$ cat src/rtl/ucd_pkg.sv
package ucd_pkg;

    localparam int CMD_AW = 15;
    localparam int BYTE_W = 8;

    localparam logic [CMD_AW-1:0] CA_ODD  = 15'h5555;
    localparam logic [CMD_AW-1:0] CA_EVEN = 15'h2AAA;

    localparam logic [BYTE_W-1:0] K_KEY1    = 8'hAA;
    localparam logic [BYTE_W-1:0] K_KEY2    = 8'h55;
    localparam logic [BYTE_W-1:0] K_LOCK    = 8'hA0;
    localparam logic [BYTE_W-1:0] K_EXTEND  = 8'h80;
    localparam logic [BYTE_W-1:0] K_UNLOCK  = 8'h20;
    localparam logic [BYTE_W-1:0] K_WIPE    = 8'h10;

    // Sequencer position: how many matching steps have been seen
    typedef enum logic [2:0] {
        SQ_IDLE,
        SQ_K1,
        SQ_K2,
        SQ_EXT,
        SQ_XK1,
        SQ_XK2
    } seq_t;

    // Outcome of one accepted load
    typedef struct packed {
        logic fwd;
        logic set_prot;
        logic clr_prot;
        logic wipe;
    } act_t;

    function automatic logic step_hit(
        input logic [CMD_AW-1:0] a,
        input logic [BYTE_W-1:0] d,
        input logic [CMD_AW-1:0] exp_a,
        input logic [BYTE_W-1:0] exp_d
    );
        return (a == exp_a) && (d == exp_d);
    endfunction

endpackage

$ cat src/rtl/ucd_strobe_filter.sv
module ucd_strobe_filter #(
    parameter int ADDR_W    = 17,
    parameter int DATA_W    = 8,
    parameter int MIN_PULSE = 3
) (
    input  logic              clk,
    input  logic              rst,
    input  logic              wr_stb,
    input  logic [ADDR_W-1:0] addr,
    input  logic [DATA_W-1:0] data,
    output logic              ld_vld,
    output logic [ADDR_W-1:0] ld_addr,
    output logic [DATA_W-1:0] ld_data
);
    localparam int CNT_W = $clog2(MIN_PULSE + 1);
    localparam logic [CNT_W-1:0] MIN_C = CNT_W'(MIN_PULSE);

    logic             stb_q;
    logic [CNT_W-1:0] hi_cnt;

    always_ff @(posedge clk) begin
        if (rst) begin
            stb_q   <= 1'b0;
            hi_cnt  <= '0;
            ld_vld  <= 1'b0;
            ld_addr <= '0;
            ld_data <= '0;
        end else begin
            stb_q  <= wr_stb;
            ld_vld <= 1'b0;
            if (wr_stb && !stb_q) begin
                ld_addr <= addr;
                hi_cnt  <= CNT_W'(1);
            end else if (wr_stb && (hi_cnt < MIN_C)) begin
                hi_cnt <= hi_cnt + CNT_W'(1);
            end
            if (!wr_stb && stb_q) begin
                ld_vld  <= (hi_cnt >= MIN_C);
                ld_data <= data;
                hi_cnt  <= '0;
            end
        end
    end

endmodule

$ cat src/rtl/ucd_seq_fsm.sv
module ucd_seq_fsm
    import ucd_pkg::*;
(
    input  logic              clk,
    input  logic              rst,
    input  logic              ld_vld,
    input  logic [CMD_AW-1:0] ld_addr,
    input  logic [BYTE_W-1:0] ld_data,
    input  logic              window,
    input  logic              erasing,
    input  logic              prot,
    output act_t              act
);
    seq_t state, nxt;
    logic miss;

    always_comb begin
        act  = '0;
        nxt  = state;
        miss = 1'b0;
        if (ld_vld && !erasing) begin
            if (window) begin
                act.fwd = 1'b1;
            end else begin
                case (state)
                    SQ_IDLE: begin
                        if (step_hit(ld_addr, ld_data, CA_ODD, K_KEY1)) nxt = SQ_K1;
                        else miss = 1'b1;
                    end
                    SQ_K1: begin
                        if (step_hit(ld_addr, ld_data, CA_EVEN, K_KEY2)) nxt = SQ_K2;
                        else miss = 1'b1;
                    end
                    SQ_K2: begin
                        if (step_hit(ld_addr, ld_data, CA_ODD, K_LOCK)) begin
                            act.set_prot = 1'b1;
                            nxt = SQ_IDLE;
                        end else if (step_hit(ld_addr, ld_data, CA_ODD, K_EXTEND)) begin
                            nxt = SQ_EXT;
                        end else begin
                            miss = 1'b1;
                        end
                    end
                    SQ_EXT: begin
                        if (step_hit(ld_addr, ld_data, CA_ODD, K_KEY1)) nxt = SQ_XK1;
                        else miss = 1'b1;
                    end
                    SQ_XK1: begin
                        if (step_hit(ld_addr, ld_data, CA_EVEN, K_KEY2)) nxt = SQ_XK2;
                        else miss = 1'b1;
                    end
                    SQ_XK2: begin
                        if (step_hit(ld_addr, ld_data, CA_ODD, K_UNLOCK)) begin
                            act.clr_prot = 1'b1;
                            nxt = SQ_IDLE;
                        end else if (step_hit(ld_addr, ld_data, CA_ODD, K_WIPE)) begin
                            act.wipe = 1'b1;
                            nxt = SQ_IDLE;
                        end else begin
                            miss = 1'b1;
                        end
                    end
                    default: miss = 1'b1;
                endcase
                if (miss) begin
                    nxt     = SQ_IDLE;
                    act.fwd = !prot;
                end
            end
        end
    end

    always_ff @(posedge clk) begin
        if (rst) state <= SQ_IDLE;
        else     state <= nxt;
    end

endmodule

$ cat src/rtl/ucd_prot_state.sv
module ucd_prot_state
    import ucd_pkg::*;
(
    input  logic clk,
    input  logic rst,
    input  logic nv_rst,
    input  act_t act,
    input  logic page_done,
    input  logic erase_done,
    output logic prot,
    output logic window,
    output logic erasing
);
    // Stored flag: only the storage clear resets it
    always_ff @(posedge clk) begin
        if (nv_rst)                     prot <= 1'b0;
        else if (!rst && act.set_prot)  prot <= 1'b1;
        else if (!rst && act.clr_prot)  prot <= 1'b0;
    end

    always_ff @(posedge clk) begin
        if (rst) begin
            window  <= 1'b0;
            erasing <= 1'b0;
        end else begin
            if (act.set_prot)   window <= 1'b1;
            else if (page_done) window <= 1'b0;
            if (act.wipe)        erasing <= 1'b1;
            else if (erase_done) erasing <= 1'b0;
        end
    end

endmodule

$ cat src/rtl/unlock_cmd_decoder.sv
module unlock_cmd_decoder
    import ucd_pkg::*;
#(
    parameter int ADDR_W    = 17,
    parameter int MIN_PULSE = 3
) (
    input  logic              clk,
    input  logic              rst,
    input  logic              nv_rst,
    input  logic              wr_stb,
    input  logic [ADDR_W-1:0] addr,
    input  logic [7:0]        data,
    input  logic              page_done,
    input  logic              erase_done,
    output logic              wr_permit,
    output logic [ADDR_W-1:0] wr_addr,
    output logic [7:0]        wr_data,
    output logic              erase_req,
    output logic              prot_on,
    output logic              page_window
);
    logic              ld_vld;
    logic [ADDR_W-1:0] ld_addr;
    logic [BYTE_W-1:0] ld_data;
    act_t              act;

    ucd_strobe_filter #(
        .ADDR_W   (ADDR_W),
        .DATA_W   (BYTE_W),
        .MIN_PULSE(MIN_PULSE)
    ) u_filt (
        .clk    (clk),
        .rst    (rst),
        .wr_stb (wr_stb),
        .addr   (addr),
        .data   (data),
        .ld_vld (ld_vld),
        .ld_addr(ld_addr),
        .ld_data(ld_data)
    );

    ucd_seq_fsm u_seq (
        .clk    (clk),
        .rst    (rst),
        .ld_vld (ld_vld),
        .ld_addr(ld_addr[CMD_AW-1:0]),
        .ld_data(ld_data),
        .window (page_window),
        .erasing(erase_req),
        .prot   (prot_on),
        .act    (act)
    );

    ucd_prot_state u_prot (
        .clk       (clk),
        .rst       (rst),
        .nv_rst    (nv_rst),
        .act       (act),
        .page_done (page_done),
        .erase_done(erase_done),
        .prot      (prot_on),
        .window    (page_window),
        .erasing   (erase_req)
    );

    always_ff @(posedge clk) begin
        if (rst) begin
            wr_permit <= 1'b0;
            wr_addr   <= '0;
            wr_data   <= '0;
        end else begin
            wr_permit <= act.fwd;
            if (act.fwd) begin
                wr_addr <= ld_addr;
                wr_data <= ld_data;
            end
        end
    end

endmodule

$ cat config.mk
export PLATFORM = sky130hd
export DESIGN_NAME = unlock_cmd_decoder
export DESIGN_NICKNAME = d
export VERILOG_FILES = /design/src/rtl/ucd_pkg.sv /design/src/rtl/ucd_strobe_filter.sv /design/src/rtl/ucd_seq_fsm.sv /design/src/rtl/ucd_prot_state.sv /design/src/rtl/unlock_cmd_decoder.sv
export SDC_FILE = /design/constraint.sdc
export NUM_CORES = 1
export LEC_CHECK = 0
export BUFFER_PORTS_ARGS = -buffer_cell sky130_fd_sc_hd__buf_2
export CAP_MARGIN = 25
export CELL_PAD_IN_SITES_DETAIL_PLACEMENT = 0
export CELL_PAD_IN_SITES_GLOBAL_PLACEMENT = 1
export CORE_UTILIZATION = 43
export CTS_CLUSTER_SIZE = 25
export DETAILED_ROUTE_END_ITERATION = 8
export GPL_TIMING_DRIVEN = 0
export PLACE_DENSITY = 0.87
export SLEW_MARGIN = 20
export SYNTH_ARGS = -nofsm -noshare
export SYNTH_HDL_FRONTEND = slang
export SYNTH_SLANG_ARGS = --single-unit
$ cat constraint.sdc
create_clock -name clk -period 5.8 [get_ports clk]
set_clock_uncertainty 0.05 [all_clocks]
set_input_delay 1.16 -clock clk [delete_from_list [all_inputs] [get_ports clk]]
set_output_delay 1.16 -clock clk [all_outputs]
set_load 0.05 [all_outputs]
== Word-level counts from Yosys, hierarchy flattened ==
Cells that the tools add are included.
Widths: inputs -> output; s select.

* ROM bits: 0
* Logic and storage cells: 103
* Register bits: 61
* Memories: 0
* Bits in latches: 0
* RAM bits: 0
* Input bits: 31

* Shift-type cells: 0
* Bitwise gates (word level): 2
* Multipliers: 0
* Order comparisons: 2
* Equality and inequality tests: 19
* Reduce and logical (&&, ||, !) cells: 29
* Muxes and demuxes: 37
* Div/mod/pow operators: 0
* $add $sub $neg: 1

{| class="wikitable"
|+ Operator list
! operator !! number
|-
| $mux 3 || 10
|-
| $eq 8x8->1 const B || 3
|-
| $mux 1 || 23
|-
| $pmux 3 s6 || 1
|-
| $eq 15x14->1 const B || 1
|-
| $eq 15x15->1 const B || 1
|-
| $logic_and 1x1->1 || 12
|-
| $ne 3x1->1 const B || 4
|-
| $reduce_and 9->1 || 1
|-
| $eq 8x5->1 const B || 1
|-
| $eq 8x6->1 const B || 1
|-
| $eq 8x7->1 const B || 1
|-
| $ne 4x1->1 const B || 2
|-
| $reduce_bool 2->1 || 4
|-
| $reduce_or 2->1 || 4
|-
| $reduce_bool 7->1 || 1
|-
| $eq 3x2->1 const B || 2
|-
| $eq 3x3->1 const B || 2
|-
| $logic_not 1->1 || 5
|-
| $mux 4 || 1
|-
| $pmux 1 s4 || 1
|-
| $eq 3x1->1 const B || 1
|-
| $logic_not 3->1 || 1
|-
| $reduce_or 3->1 || 1
|-
| 5 further kinds || 6
|}

== Longest topological paths before layout ==
Gate-level depths: netlist (run 1).

* Word-level depth: 13
* Mapped depth: 8

== Hierarchy ==
A second synthesis (run 1) with hierarchy kept.

* Cells, all modules: 295
* Area total of the unflattened synthesis: 2641.3 µm²

{| class="wikitable"
|+ Modules (own cells, without submodules)
! module !! cells an instance !! area an instance (µm²) !! sequential area each (µm²) !! instances
|-
| ucd_strobe_filter || 130 || 1056.0 || 580.6 || 1
|-
| unlock_cmd_decoder || 83 || 937.1 || 520.5 || 1
|-
| ucd_seq_fsm || 70 || 536.8 || 60.1 || 1
|-
| ucd_prot_state || 12 || 111.4 || 60.1 || 1
|}

== Least setup slack after synthesis (run 1) ==
Ideal clock, no wire load.

* Path type: register to register
* From: register u_filt.ld_addr[7]
* To: register wr_addr[0]
* Required time: 5678 ps
* Library setup time: 72 ps
* Buffers on the path: 2
* Cell stages (with the launch flop): 9
* Slack: 3386 ps
* Arrival time: 2292 ps
* Cells stage by stage: dfxtp_1 > nand4bb_1 > or4_4 > o41a_1 > a221o_1 > o21ai_2 > buf_6 > buf_12 > mux2i_1

* Longest elaborated chain between the ends: 10

{| class="wikitable"
|+ Ends and longest elaborated chain
! element !! RTL line !! text
|-
| start: declaration || ucd_strobe_filter.sv:12 || <nowiki>output logic [ADDR_W-1:0] ld_addr,</nowiki>
|-
| start signal: assignment || ucd_strobe_filter.sv:32 || <nowiki>ld_addr <= addr;</nowiki>
|-
| $eq 15x15->1 || ucd_pkg.sv:40 || <nowiki>return (a == exp_a) && (d == exp_d);</nowiki>
|-
| $logic_and 1x1->1 || ucd_pkg.sv:40 ||
|-
| $mux 1 (on tied branches) || ucd_seq_fsm.sv:56, ucd_seq_fsm.sv:38 ||
|-
| $mux 1 (on tied branches) || ucd_seq_fsm.sv:53, ucd_seq_fsm.sv:35 ||
|-
| $pmux 1 s4 (*) || ucd_seq_fsm.sv:25 || <nowiki>case (state)</nowiki>
|-
| $mux 1 (*) || ucd_seq_fsm.sv:22 || <nowiki>if (window) begin</nowiki>
|-
| $mux 1 (*) || ucd_seq_fsm.sv:21 || <nowiki>if (ld_vld && !erasing) begin</nowiki>
|-
| $mux 1 (*) || ucd_seq_fsm.sv:65 || <nowiki>if (miss) begin</nowiki>
|-
| $mux 1 (*) || ucd_seq_fsm.sv:22 ||
|-
| $mux 4 (*) || ucd_seq_fsm.sv:21 ||
|-
| end signal: assignment || unlock_cmd_decoder.sv:74 || <nowiki>wr_addr <= ld_addr;</nowiki>
|-
| end: declaration || unlock_cmd_decoder.sv:16 || <nowiki>output logic [ADDR_W-1:0] wr_addr,</nowiki>
|}

Mark *: on every way between the ends. The rest lies on a longest branch, timed or not. The select of a mux whose other input is x is not followed.
A chain may end at the register's enable or synchronous reset.

== Worst setup path after layout (run 1) ==
* From: register u_filt.ld_data[7]
* To: register wr_addr[9]

* Longest elaborated chain between the ends: 10

{| class="wikitable"
|+ Ends and longest elaborated chain
! element !! RTL line !! text
|-
| start: declaration || ucd_strobe_filter.sv:13 || <nowiki>output logic [DATA_W-1:0] ld_data</nowiki>
|-
| start signal: assignment || ucd_strobe_filter.sv:39 || <nowiki>ld_data <= data;</nowiki>
|-
| $eq 8x5->1 / $eq 8x8->1 (equally long branches) || ucd_pkg.sv:40 ||
|-
| $logic_and 1x1->1 || ucd_pkg.sv:40 ||
|-
| $mux 1 (on tied branches) || ucd_seq_fsm.sv:56, ucd_seq_fsm.sv:38 ||
|-
| $mux 1 (on tied branches) || ucd_seq_fsm.sv:53, ucd_seq_fsm.sv:35 ||
|-
| $pmux 1 s4 (*) || ucd_seq_fsm.sv:25 ||
|-
| $mux 1 (*) || ucd_seq_fsm.sv:22 ||
|-
| $mux 1 (*) || ucd_seq_fsm.sv:21 ||
|-
| $mux 1 (*) || ucd_seq_fsm.sv:65 ||
|-
| $mux 1 (*) || ucd_seq_fsm.sv:22 ||
|-
| $mux 4 (*) || ucd_seq_fsm.sv:21 ||
|}

Marks and branches as above.

==> impl_metrics.yaml, run 1 <==
status:
  status: "complete, no violations"
final_layout:
  drive_gt1_frac: 0.208
  areaGrowthSynthToFinish_pct: 19.7
  final_cell_area_mm2: 0.00333
  diodes: 0
  fin_cells: 470
  final_nets: 422
  fin_util: 0.549
global_routing:
  grt.total_usage: 0.212
  antenna_found_initial: 0
  grt_max_degree: 11
  grt_pass1_wl_um: 10600
  overflow: 0
  first_global_vias: 2234
logic_synthesis:
  synth-seq-area-share: 0.439
  ys_warn_count: 0
  synth.distinct_cells: 41
  syn_nets: 352
  synthFlopType: "dfxtp_1"
  async_flop_share: 0
  synthCells: 320
  syn_avg_cell_area_um2: 8.69
  synth_edf_count: 0
  yosys_register_bits: 61
  netlist_area_mm2: 0.00278
route:
  wl_per_cell_um: 13.7
  first_pass_iters: 4
  drtAntennaViolNets: 0
  wl_um: 6450
  drt_iter0_markers: 117
  vias_per_cell: 5.07
  route.vias.total: 2381
  route.detailed.drc: 0
die:
  core_area_mm2: 0.00606
  dieArea_mm2: 0.00679
  die_w_um: 82.4
  fp-row-count: 28
  die_h_um: 82.4
  initial_utilization: 0.459
  io_pins: 60
sta:
  setup_tns_ps: 0
  slew_violations: 0
  hold_viol: 0
  worstMarginPinSlew_ps: 579
  finalCritPeriodShare: 0.467
  max_freq_ghz: 0.370
  rsz0062_at_grt: "false"
  fin_crit_ps: 2710
  slew_headroom: 0.614
  setup_viol: 0
pwr:
  pwr-share-clk: 0.387
  p_int_w: 0.000605
  p_switching_w: 0.000198
  peakVddDrop_mv: 0.175
  swShare: 0.246
  p_per_area_mw_per_mm2: 241
  p_seq_frac: 0.547
  combPwrFrac: 0.066
  total_leakage_power_nw: 1.44
clock_tree:
  cts_resized: 0
  clkTransAtPathRegs_ps: 70
  cts_made_buffers: 9
  holdBufCountCts: 0
  insertion_delay_ps: 330
  postCtsSetupRepairBufs: 0
  cts-htree-levels: 3
  clockBufferDepth: 2
  cts_tree: "done"
  clock-sinks: 61
  cts_root_buf: "clkbuf_8"
setup_path:
  reg2reg_depth: 8
  cp-start-kind: "register"
  critPathCaptureType: "register"
  crit_required_ps: 6010
  cp.arrival_ps: 2910
  cp_max_fo: 10
  crit_type: "reg -> reg"
min_path:
  hp-class: "reg -> reg"
  min_path_cells: 2
placed_design:
  hpwl_um: 4770
  io_buffer_count: 59
  dp.cells: 454
  dpl_cell_area_mm2: 0.00317
  gp_congestion: 0.859
run:
  max-cap-violations: 0
[worst paths after layout]
check / from / slack (ps) / endpoint
max: u_filt.ld_data[7] / 3090 / wr_addr[9]
min: u_filt.ld_addr[15] / 420 / u_filt.ld_addr[15]
max reg2reg: u_filt.ld_data[7] / 3090 / wr_addr[9]
min reg2reg: u_filt.ld_addr[15] / 420 / u_filt.ld_addr[15]
[Yosys cell counts (all sizes together) (2+ instances only)]
library cell | count | area, µm²
nand4b | 3 | 26.3
nor3b | 3 | 22.5
nand4bb | 2 | 22.5
nand2 | 66 | 248
buf | 6 | 62.6
o21ai | 5 | 28.8
nand3 | 4 | 20.0
dfxtp | 61 | 1220
clkbuf | 14 | 52.6
nor4 | 4 | 25.0
nor2b | 7 | 43.8
nor3 | 2 | 10.0
nand3b | 2 | 15.0
nor2 | 8 | 30.0
nor4bb | 3 | 30.0
or3 | 2 | 13.8
or4 | 2 | 18.8
mux2i | 25 | 250
or3b | 2 | 17.5
nand2b | 53 | 332
a21oi | 31 | 155
[metrics by stage]
stage	total power [W]	worst slack, ps	hold slack (ps)
2_1_floorplan	0.000478	3390	387
3_3_place_gp	0.000500	2920	398
3_5_place_dp	0.000502	2940	407
4_1_cts	0.000811	3070	418
5_1_grt	0.000846	2920	442
6_report	0.000803	3090	419
[cells in the final DEF, fill, tap and decap left out, types with 2 or more instances in the layout]
cell type	instances
nor3b_1	3
nor3_1	2
nor2b_1	7
buf_12	2
buf_1	3
nand4bb_1	2
nor4_1	4
buf_2	59
clkbuf_1	16
mux2i_1	25
a21oi_1	31
o21ai_0	4
nand2b_1	53
nor2_1	8
dfxtp_1	61
nand3_1	4
nand4b_1	3
nand2_1	66
nand3b_1	2
nor4bb_1	3
clkbuf_8	9
or3b_2	2
clkinv_2	4
[worst max-delay path, cell delays in order (launching register included)]
cell	delay [ps]
dfxtp_1	390
or4b_1	520
nor4_1	490
nand3b_1	200
a221o_1	340
o21ai_2	120
buf_6	180
buf_12	150
mux2i_1	190
[cell type report]
type | instances | area [µm²]
inverters | 1 | 3.75
multi-input cells | 238 | 1440
well taps | 75 | 93.8
flip-flops and latches | 61 | 1220
clock inverters | 5 | 27.5
repair buffers | 59 | 295
fillers | 596 | 2730
plain buffers | 20 | 115
clock buffers | 11 | 131
[cell families (layout without fill, tap and decap cells)]
| logic type | Yosys count | after routing | synth area share |
|---|---|---|---|
| compound gates | 43 | 43 | 0.0909 |
| simple gates | 169 | 169 | 0.333 |
| fa+ha+maj | 1 | 1 | 0.00450 |
| mux | 25 | 25 | 0.0900 |
| flops | 61 | 61 | 0.439 |
| buf+inv | 21 | 96 | 0.0428 |
[power by group through the flow]
stage	registers, W	logic (W)	clock network [W]
after global routing	0.000441	0.0000604	0.000345
after CTS	0.000439	0.0000532	0.000319
after detailed placement	0.000449	0.0000528	0
after floorplan	0.000444	0.0000333	0
after global placement	0.000448	0.0000521	0
final	0.000440	0.0000527	0.000311
[state kept, by name, summed over array words and instances (netlist names)]
signal and count:
u_filt.ld_addr 17, wr_addr 17, u_filt.ld_data 8, wr_data 8, u_seq.state 3, u_filt.hi_cnt 2
u_filt.ld_vld 1, u_filt.stb_q 1, u_prot.erasing 1, u_prot.prot 1, u_prot.window 1, wr_permit 1
[layer usage]
layer,up-vias,part of all wire,GRT usage
met2,70,0.43,0.315
met1,1075,0.51,0.296
met4,0,0.011,0.100
met5,-,0,0
met3,9,0.047,0.0385
li1,1227,-,-
(Power assumes the default switching activity.)
==> run 2: changes to the inputs <==
- ABC_AREA: unset -> 1
- CORE_UTILIZATION: 43 -> 38
- PLACE_DENSITY: 0.87 -> 0.81
- clock period: 5.8 -> 2.6 ns (I/O delays scaled with it)
==> run 2 against run 1 <==
Compared with the run above:
- clock power grew to 2.8 times the previous value
- synthesized cell count is 25% higher
- die area is 15% higher
- design area is 3.5% higher
- sequential share of layout area is 1.2 points lower
- non-clock buffer count is 2 lower
- total power is 150% higher
- combinational power grew to 2.9 times the previous value
- critical path type unchanged
==> impl_metrics.yaml, run 2 <==
logic_synthesis:
  async_flop_share: 0
  synthFlopType: "dfxtp_1"
  netlist.area_leader.share: 0.431
  syn_nets: 432
  synth_top_cell_by_area: "dfxtp_1"
  synth.distinct_cells: 25
  synth_edf_count: 0
  synth-seq-area-share: 0.431
  synthTopCellsByArea: "dfxtp_1 (43%), nand2_1 (9.2%), a21oi_1 (8.3%), nor2_1 (7.8%), nand3_1 (6.4%)"
  synthCells: 400
  ys_warn_count: 0
  synth_common_cells: "nand2_1 (69), dfxtp_1 (61), nor2_1 (59)"
  synth.most_common_cell: "nand2_1"
  yosys_register_bits: 61
  netlist_area_mm2: 0.00283
  syn_avg_cell_area_um2: 7.08
sta:
  max_freq_ghz: 0.528
  slew_headroom: 0.592
  finalCritPeriodShare: 0.728
  slew_violations: 0
  hold_viol: 0
  setup_viol: 0
  rsz0062_at_grt: "false"
  worstMarginPinSlew_ps: 612
  fin_crit_ps: 1890
  setup_tns_ps: 0
route:
  wl_per_cell_um: 12.3
  route.detailed.drc: 0
  wl_um: 7020
  route.vias.total: 2704
  drtAntennaViolNets: 0
  first_pass_iters: 4
  vias_per_cell: 4.73
  drt_iter0_markers: 106
clock_tree:
  holdBufCountCts: 0
  cts_root_buf: "clkbuf_8"
  cts-htree-levels: 3
  clockBufferDepth: 2
  clock-sinks: 61
  cts_made_buffers: 9
  clkTransAtPathRegs_ps: 70
  cts_tree: "done"
  insertion_delay_ps: 330
  postCtsSetupRepairBufs: 0
  cts_resized: 0
global_routing:
  grt.total_usage: 0.195
  antenna_found_initial: 0
  grt_pass1_wl_um: 11500
  overflow: 0
  grt_max_degree: 11
  first_global_vias: 2524
die:
  fp-row-count: 31
  io_pins: 60
  dieArea_mm2: 0.00780
  core_area_mm2: 0.00721
  die_w_um: 88.3
  die_h_um: 88.3
  initial_utilization: 0.392
setup_path:
  crit_required_ps: 2780
  cp.arrival_ps: 2080
  critical_path.startpoint: "u_filt.ld_addr[10]"
  worstReg2RegStart: "u_filt.ld_addr[10]"
  critPathCaptureType: "register"
  cpMostUsedCell: "nor2_1"
  crit_type: "reg -> reg"
  cp_max_fo: 10
  slowest_delay_ps: 330
  cp_cell_sequence: "inv_1 -> nor2_1 -> nand2_1 -> nor2_1 -> nand3_1 -> nand3_1 -> nand4_2 -> nand2_2 -> nand2_4 -> buf_6 -> a21oi_1 -> nor2_1"
  slowest_stage: "dfxtp_1"
  cp-start-kind: "register"
placed_design:
  hpwl_um: 5270
  io_buffer_count: 58
  gp_congestion: 0.797
pwr:
  p_per_area_mw_per_mm2: 581
  peakVddDrop_mv: 0.284
  total_leakage_power_nw: 1.52
final_layout:
  areaGrowthSynthToFinish_pct: 21.7
  final_cell_mix: "nand2_1 (69), dfxtp_1 (61), nor2_1 (59), buf_2 (59), a21oi_1 (47)"
  reg_top3: "u_filt.ld_addr x17, wr_addr x17"
  diodes: 0
  mostFrequentLayoutCell: "nand2_1"
  drive_gt1_frac: 0.216
  final_nets: 501
  fin_util: 0.477
min_path:
  hp-start: "nv_rst"
  hp-class: "in -> reg"
run:
  max-cap-violations: 0
status:
  status: "complete, no violations"
-- run 2: changes by cell type in the layout (fill, tap and decap cells not counted), moves of 6 or more --
cell / before / now
nor2b_1: 7 / 0
nand2b_1: 53 / 0
clkbuf_1: 16 / 10
nand3_2: 0 / 11
mux2i_1: 25 / 0
a21oi_1: 31 / 47
o21ai_0: 4 / 29
nand3_1: 4 / 36
inv_1: 1 / 43
nor2_1: 8 / 59
buf_6: 1 / 8
-- run 2: metal layers --
layer / part of all wire / GRT usage
met3: 0.046 / 0.0336
met2: 0.46 / 0.317
met5: 0 / 0
met1: 0.48 / 0.254
met4: 0.015 / 0.0836
-- run 2: logic make-up after synthesis --
logic type,count (synthesis),share of synthesized area
compound gates,78,0.140
xor+xnor,1,0.00310
fa+ha+maj,1,0.00442
buf+inv,69,0.113
flops,61,0.431
simple gates,190,0.308
-- run 2: worst max-delay path: cells and delay by family, from the launching register on --
family,cells,cell delay (ps)
simple gates,9,1010
flops,1,330
buf+inv,2,260
compound gates,1,140
-- run 2: stage by stage --
stage	cells	hold slack (ps)	total power (W)	worst slack [ps]	area, µm²
after floorplan	400	380	0.00110	992	2830
after global placement	557	392	0.00116	645	3240
after detailed placement	557	399	0.00116	640	3240
after CTS	572	286	0.00202	685	3440
after global routing	572	292	0.00209	476	3440
final	572	295	0.00200	707	3440
-- run 2: where the power goes --
| part | switching, W | internal, W | total (W) |
|---|---|---|---|
| Sequential | 0.0000198 | 0.000964 | 0.000984 |
| Clock | 0.000374 | 0.000486 | 0.000861 |
| Combinational | 0.0000991 | 0.0000558 | 0.000155 |
| Total | 0.000493 | 0.00151 | 0.00200 |
-- run 2: layout make-up --
cell class	instances	area (µm²)
Sequential cell	61	1220
Clock buffer	11	151
Fill cell	787	3770
Multi-Input combinational cell	270	1290
Clock inverter	4	47.5
Timing Repair Buffer	58	290
Inverter	50	188
Tap cell	99	124
Buffer	19	133
-- run 2: path summary, 6_finish.rpt --
path         slack (ps)  cells after the start            endpoint
max                 710                     12          wr_data[4]
min                 290                      2         u_prot.prot
max reg2reg         710                     12          wr_data[4]
min reg2reg         410                      2  u_filt.ld_addr[16]
==> run 3: changes to the inputs <==
- ABC_AREA: 1 -> 0
- CORE_UTILIZATION: 38 -> 36
- PLACE_DENSITY: 0.81 -> 0.78
- clock period: 2.6 -> 1.6 ns (I/O delays scaled with it)
==> run 3 against run 2 <==
Compared with the run above:
- the flow now finishes with violations (setup timing)
- clock-buffer cell count increased by 2
- sequential power up 63%
- clock power is 88% higher
==> impl_metrics.yaml, run 3 (synthesis gave the netlist of run 1 again) <==
sta:
  finalCritPeriodShare: 1.50
  rsz0062_at_grt: "true"
  hold_viol: 0
  slew_headroom: 0.709
  fin_crit_ps: 2390
  setup_viol: 32
  slew_violations: 0
  setup_slack_ps: -793
  setup_tns_ps: -22570
  max_freq_ghz: 0.418
  worstMarginPinSlew_ps: 437
  fin_hold_ws_ps: 91.5
min_path:
  hp-class: "in -> reg"
  min_path_cells: 2
clock_tree:
  cts-htree-levels: 3
  insertion_delay_ps: 340
  clock-sinks: 61
  cts_tree: "done"
  clockBufferDepth: 2
  holdBufCountCts: 0
  cts_root_buf: "clkbuf_8"
  cts_made_buffers: 9
  clkTransAtPathRegs_ps: 70
placed_design:
  hpwl_um: 4890
  gp_congestion: 0.806
  io_buffer_count: 59
  dp.cells: 478
  dpl_cell_area_mm2: 0.00322
die:
  io_pins: 60
  die_h_um: 89.9
  core_area_mm2: 0.00737
  die_w_um: 89.9
  initial_utilization: 0.377
  dieArea_mm2: 0.00808
  fp-row-count: 31
route:
  wirelength_met1_um: 3330
  first_pass_iters: 5
  met2RoutedLength_um: 3000
  route.detailed.drc: 0
  route.vias.total: 2421
  wl_um: 6730
  wl_per_cell_um: 13.3
  met3WireLength_um: 285
  highest_layer: "met4"
  vias_per_cell: 4.79
  drtAntennaViolNets: 0
  drt_iter0_markers: 185
final_layout:
  fin_util: 0.507
  final_nets: 433
  final_cell_area_mm2: 0.00374
  fin_cells: 505
  final_cell_mix: "nand2_1 (66), buf_2 (60), nand2b_1 (52)"
  reg_top3: "u_filt.ld_addr x17, wr_addr x17"
  areaGrowthSynthToFinish_pct: 34.5
  mostFrequentLayoutCell: "nand2_1"
  diodes: 0
  drive_gt1_frac: 0.335
pwr:
  total_leakage_power_nw: 1.61
  peakVddDrop_mv: 0.405
  p_per_area_mw_per_mm2: 918
global_routing:
  first_global_vias: 2396
  antenna_found_initial: 0
  grt_pass1_wl_um: 11300
  grt.total_usage: 0.177
  overflow: 0
  grt_max_degree: 11
setup_path:
  slowest_stage: "or4b_4"
  crit_type: "reg -> reg"
  slowest_delay_ps: 540
  cp-start-kind: "register"
  reg2reg_depth: 8
  cp_max_fo: 10
  critPathCaptureType: "register"
  crit_required_ps: 1810
  cp.arrival_ps: 2610
  cp_cell_sequence: "or4b_4 -> nor4_4 -> nand3b_1 -> a221o_1 -> o21ai_2 -> buf_6 -> buf_12 -> mux2i_1"
status:
  status: "finished, violations left"
  violations: "setup timing"
run:
  max-cap-violations: 0
==> run 3: timing repair <==
item,in CTS,in global routing
endpoints found under the setup margin,43,58
setup buffers,9,3
pin swaps,7,7
resized for setup,28,24
==> run 3: cell type report <==
type	count	area (µm²)
Inverter	1	3.75
Tap cell	99	124
Timing Repair Buffer	71	397
Clock inverter	3	65.1
Sequential cell	61	1250
Buffer	19	120
Multi-Input combinational cell	238	1600
Clock buffer	13	179
Fill cell	698	3630
==> run 3: per-stage QoR <==
| step | total power [W] | setup WS [ps] |
|---|---|---|
| 6_report | 0.00343 | -793 |
| 5_1_grt | 0.00358 | -908 |
| 3_3_place_gp | 0.00182 | -1010 |
| 3_5_place_dp | 0.00182 | -996 |
| 2_1_floorplan | 0.00173 | -690 |
| 4_1_cts | 0.00346 | -829 |
==> run 3: path summary, 6_finish.rpt <==
| path | slack, ps | startpoint | end |
|---|---|---|---|
| hold / removal | 90 | nv_rst | u_prot.prot |
| setup / recovery | -790 | u_filt.ld_addr[2] | wr_data[7] |
| hold reg to reg | 420 | wr_addr[8] | wr_addr[8] |
| setup reg to reg | -790 | u_filt.ld_addr[2] | wr_data[7] |
==> run 3: worst max-delay path, delay by kind of cell (launching register included) <==
family                 cells  cell delay, ps
buffers and inverters      2             290
AO/OA/AOI/OAI              2             490
AND/OR/NAND/NOR            3             970
multiplexers               1             180
flip-flops                 1             340
==> run 3: where the power goes <==
part | switching, W | internal [W]
registers | 0.0000459 | 0.00155
clock network | 0.000576 | 0.00104
logic | 0.000106 | 0.000107
==> run 3: metal layers <==
layer | vias up | track usage
met1 | 1104 | 0.241
li1 | 1248 | -
met2 | 60 | 0.265
met5 | - | 0
met3 | 9 | 0.0448
met4 | 0 | 0.0753
